--- src/rtl/rx_fault_pkg.sv ---
// Shared constants and types for the receive fault flag register.
// Assumes a 7-bit register address space and single-cycle strobes.
package rx_fault_pkg;
    localparam int ADDR_W   = 7;
    localparam int DATA_W   = 8;
    localparam int NUM_SRC  = DATA_W - 1;
    localparam logic [ADDR_W-1:0] FLAG_ADDR = 7'h20;
    localparam logic [ADDR_W-1:0] ENAB_ADDR = 7'h21;

    // Decoded host access for one cycle.
    typedef struct packed {
        logic rd_flag;
        logic rd_enab;
        logic wr_enab;
    } access_t;
endpackage

--- src/rtl/rx_fault_decode.sv ---
// Address decoder: turns strobes and address into one-hot access requests.
// Assumes read and write are not asserted together; if they are, both act.
// Writes to the flag address decode to nothing, so they are dropped.
module rx_fault_decode
    import rx_fault_pkg::*;
#(
    parameter logic [ADDR_W-1:0] P_FLAG_ADDR = FLAG_ADDR,
    parameter logic [ADDR_W-1:0] P_ENAB_ADDR = ENAB_ADDR
) (
    input  logic              rd_i,
    input  logic              wr_i,
    input  logic [ADDR_W-1:0] addr_i,
    output access_t           acc_o
);
    // Compare address against each register.
    always_comb begin
        acc_o.rd_flag = rd_i && (addr_i == P_FLAG_ADDR);
        acc_o.rd_enab = rd_i && (addr_i == P_ENAB_ADDR);
        acc_o.wr_enab = wr_i && (addr_i == P_ENAB_ADDR);
    end
endmodule

--- src/rtl/rx_fault_sticky.sv ---
// Bank of sticky flags, one per event source.
// A flag is set by its event and cleared by a read, but a same-cycle
// event wins over the clear, so an event is never lost.
module rx_fault_sticky #(
    parameter int N = 7
) (
    input  logic         clk,
    input  logic         rst_n,
    input  logic [N-1:0] evt_i,
    input  logic         clr_i,
    output logic [N-1:0] held_o
);
    for (genvar k = 0; k < N; k++) begin : g_flag
        // Hold one flag: set has priority over clear.
        always_ff @(posedge clk) begin
            if (!rst_n)
                held_o[k] <= 1'b0;
            else if (evt_i[k])
                held_o[k] <= 1'b1;
            else if (clr_i)
                held_o[k] <= 1'b0;
        end
    end
endmodule

--- src/rtl/rx_fault_enable.sv ---
// Interrupt enable register, 1 = flag may drive the interrupt.
// Assumes the write data bit 0 is a don't-care (summary position).
module rx_fault_enable #(
    parameter int N = 7
) (
    input  logic         clk,
    input  logic         rst_n,
    input  logic         wr_i,
    input  logic [N:0]   wdata_i,
    output logic [N-1:0] en_o
);
    // Capture enable bits from the upper write data.
    always_ff @(posedge clk) begin
        if (!rst_n)
            en_o <= '0;
        else if (wr_i)
            en_o <= wdata_i[N:1];
    end
endmodule

--- src/rtl/rx_fault_irq_reg.sv ---
// Receive fault flag register with masked active-low interrupt.
// Assumes event inputs are synchronous to clk. Read data is registered
// and shows the state sampled at the read strobe edge (before clear).
module rx_fault_irq_reg
    import rx_fault_pkg::*;
(
    input  logic              clk,
    input  logic              rst_n,
    input  logic [NUM_SRC-1:0] evt_i,
    input  logic [ADDR_W-1:0] reg_addr_i,
    input  logic              reg_rd_i,
    input  logic              reg_wr_i,
    input  logic [DATA_W-1:0] reg_wdata_i,
    output logic [DATA_W-1:0] reg_rdata_o,
    output logic              irq_n_o
);
    access_t            acc;
    logic [NUM_SRC-1:0] held;
    logic [NUM_SRC-1:0] en;
    logic               summary;

    rx_fault_decode u_dec (
        .rd_i   (reg_rd_i),
        .wr_i   (reg_wr_i),
        .addr_i (reg_addr_i),
        .acc_o  (acc)
    );

    rx_fault_sticky #(.N(NUM_SRC)) u_flags (
        .clk    (clk),
        .rst_n  (rst_n),
        .evt_i  (evt_i),
        .clr_i  (acc.rd_flag),
        .held_o (held)
    );

    rx_fault_enable #(.N(NUM_SRC)) u_enab (
        .clk     (clk),
        .rst_n   (rst_n),
        .wr_i    (acc.wr_enab),
        .wdata_i (reg_wdata_i),
        .en_o    (en)
    );

    // Unlatched summary of enabled flags.
    always_comb summary = |(held & en);

    // Active-low interrupt follows the summary.
    always_comb irq_n_o = ~summary;

    // Register read data from the pre-clear state.
    always_ff @(posedge clk) begin
        if (!rst_n)
            reg_rdata_o <= '0;
        else if (acc.rd_flag)
            reg_rdata_o <= {held, summary};
        else if (acc.rd_enab)
            reg_rdata_o <= {en, 1'b0};
        else if (reg_rd_i)
            reg_rdata_o <= '0;
    end
endmodule

--- config.mk ---
export PLATFORM = sky130hd
export DESIGN_NAME = rx_fault_irq_reg
export DESIGN_NICKNAME = d
export VERILOG_FILES = /design/src/rtl/rx_fault_pkg.sv /design/src/rtl/rx_fault_decode.sv /design/src/rtl/rx_fault_sticky.sv /design/src/rtl/rx_fault_enable.sv /design/src/rtl/rx_fault_irq_reg.sv
export SDC_FILE = /design/constraint.sdc
export NUM_CORES = 1
export LEC_CHECK = 0
export ABC_CLOCK_PERIOD_IN_PS = 1000
export CAP_MARGIN = 30
export CELL_PAD_IN_SITES_DETAIL_PLACEMENT = 1
export CELL_PAD_IN_SITES_GLOBAL_PLACEMENT = 1
export CORE_MARGIN = 2
export CORE_UTILIZATION = 40
export DETAILED_ROUTE_END_ITERATION = 6
export DONT_BUFFER_PORTS = 1
export PLACE_DENSITY = 0.81
export RECOVER_POWER = 50
export SYNTH_ARGS = -nofsm -noshare
export SYNTH_HDL_FRONTEND = slang
export SYNTH_SLANG_ARGS = --single-unit
--- constraint.sdc ---
create_clock -name clk -period 1 [get_ports clk]
set_input_delay 0 -clock clk [delete_from_list [all_inputs] [get_ports clk]]
set_output_delay 0 -clock clk [all_outputs]
set_load 0.02 [all_outputs]
==> impl_metrics.tcl <==
set metrics [dict create \
    crit_end "irq_n_o" \
    cts-hold-fix-buffers 16 \
    failed_checks "negative hold slack, negative setup slack" \
    tightest_slew_ns 0.9521 \
    post_dp_cell_area_sq_mm 0.001149 \
    hold_depth 3 \
    ys_types 20 \
    rows 18 \
    wl_per_cell_microns 16.90 \
    netlist_instances 103 \
    crit_required_ns 1.00 \
    syn-num-nets 129 \
    setup_violations 2 \
    crit_arrival_ns 1.39 \
    gp_congestion 0.7251 \
    power.total_mw 1.783 \
    yosysWarnings 0 \
    ff_latch_area_sq_um 447.9 \
    clock_latency_ns 0.31 \
    synth_xor_area_share_pct 0 \
    coreArea_sq_mm 0.002477 \
    dp_cells 139 \
    syn_area_sq_mm 0.001038 \
    cts_max_path_buffers 2 \
    endpoint_kind "primary output" \
    p_leak_nw 0.5396 \
    worstSetupPathType "register to primary output" \
    final_nets 160 \
    start_util_pct 41.92 \
    drc 0 \
    worstSetupStartpoint "u_flags.held_o[3]" \
    dp_hpwl_microns 1803 \
    die_w_microns 54.96 \
    avgSynthCellArea_sq_um 10.08 \
    synth_mux_area_share_pct 14.34 \
    cts_tree "yes" \
    postRouteAntennaNets 0 \
    worstSetupStartpointType "register" \
    synth_compound_area_share_pct 18.07 \
    grt_pass1_vias 917 \
    dieHeight_microns 54.96 \
    gr-total-overflow 0 \
    synth_top_family_by_area "simple AND/OR/NAND/NOR gates" \
    synthSimpleGateAreaFrac_pct 21.08 \
    hp-start "reg_addr_i[2]" \
    multiInputGateArea_sq_um 568.0 \
    nFillCells 286 \
    final.setup.tns_ns -0.7737 \
    setup_ws_ns -0.3939 \
    final_common_cell "dfxtp_1" \
    final_cells 163 \
    maxCapViolCount 0 \
    path_max_fanout 3 \
    hold_viol 1 \
    pre_cts_slack_ns -0.1217 \
    final_core_util_pct 57.32 \
    timing.rr.end "reg_rdata_o[0]" \
    final_area_sq_mm 0.001420 \
    port-buffer-count 0 \
    ctsRootBufferMaster "clkbuf_4" \
    irDropWorstVdd_uv 755.1 \
    reg2reg_slack_ns -0.38 \
    vias_per_cell 5.448 \
    ios 35 \
    timing.hold.ws_ns -0.07972 \
    grt_pass1_wl_microns 4416 \
    synth_seq_cells 22 \
    grt_start_max_net_pins 31 \
    routed_wl_microns 2754 \
    max_freq_ghz 0.7174 \
    slew_violations 0 \
    hold_class "input pin to register" \
    area_delta_synth_final_pct 36.75 \
    cts_sinks 22 \
    fin_crit_ns 1.394 \
    rsz0062_at_grt "true" \
    reg2regPathDepth 6 \
    period_share_pct 139.4 \
    cellPowerDensity_mw_per_mm2 1256 \
    track_usage_pct 21.15 \
    drt_pass1_iterations 4 \
    antenna_found_initial 0 \
    slew-limit-headroom_pct 36.42 \
    dieArea_sq_mm 0.003020 \
    diodes 0 \
    outcome "finished, violations left" \
    layout_common_cells "dfxtp_1 (16), dlygate4sd3_1 (15), nand2_1 (14)" \
    r2r-start "u_flags.held_o[3]" \
    routed-via-count 888 \
    yosysSeqAreaShare_pct 42.41 \
    drive_above_1_share_pct 28.57 \
    fin_skew_ns 0.008248 \
    clkTransAtPathRegs_ns 0.13 \
    drt_iter0_markers 8 \
    synth_fa_ha_area_share_pct 0 \
    cts_htree_levels 1 \
    cts_buffers 3 \
]
critical path, cell delays in order (launching register included):
cell      delay, ns
dfxtp_2        0.35
a222oi_1       0.37
and3_4         0.25
buf_6          0.12
kinds of logic after synthesis:
| group | count (synthesis) |
|---|---|
| AOI/OAI and AO/OA | 25 |
| buffers and inverters | 7 |
| DFF | 22 |
| muxes | 14 |
| and+or+nand+nor | 35 |
state kept, by name (all words and copies together), names as in the netlist:
name	flops
u_flags.held_o	7
reg_rdata_o	8
u_enab.en_o	7
timing repair:
item / in CTS / in global routing
resized for setup: 6 / 13
pin swaps: 2 / 4
buffers inserted: 3 / 2
hold endpoints to repair: 22 / 1
endpoints found under the setup margin: 3 / 23
cell type report:
cell class                 instances  area share (%)
clock buffer                       3           1.586
multi-input combinational         74           40.00
timing repair buffer              33           22.11
clock inverter                     1           2.115
sequential                        22           31.54
tap                               30           2.643
worst min path at each step:
stage | end | slack (ns)
6_report | reg_rdata_o[0] | -0.08
5_1_grt | reg_rdata_o[0] | -0.08
4_1_cts | reg_rdata_o[0] | -0.09
3_5_place_dp | u_flags.held_o[3] | 0.12
3_3_place_gp | u_flags.held_o[0] | 0.12
2_1_floorplan | u_flags.held_o[0] | 0.12
per-layer routing:
layer	track usage, %	share of wire (%)	wire length (microns)
met1	26.09	42	1167
met5	0	0	0
met2	35.52	51	1417
met4	8.537	1.1	30
met3	4.839	5.0	138
power breakdown:
group | total, mW | internal, mW | switching, mW
clock | 0.689 | 0.405 | 0.283
sequential | 0.918 | 0.900 | 0.0184
combinational | 0.177 | 0.110 | 0.0664
total | 1.78 | 1.42 | 0.368
synthesized netlist by cell type (all sizes together):
cell	instances	area, sq um
nor4b	2	47.55
dfxtp	22	440.4
nor2	1	3.750
and3	1	6.260
o21a	7	52.55
a21boi	14	105.1
a22oi	2	15.01
a222oi	1	10.01
and4	1	8.760
nand4	7	43.79
nand3b	1	7.510
nand2b	7	43.79
mux2i	7	70.07
mux2	7	78.83
nand3	1	5.000
nand2	14	52.55
o21ai	1	5.000
clkbuf	4	15.01
buf	3	27.52
No activity file was read; power rests on OpenSTA's default activity.
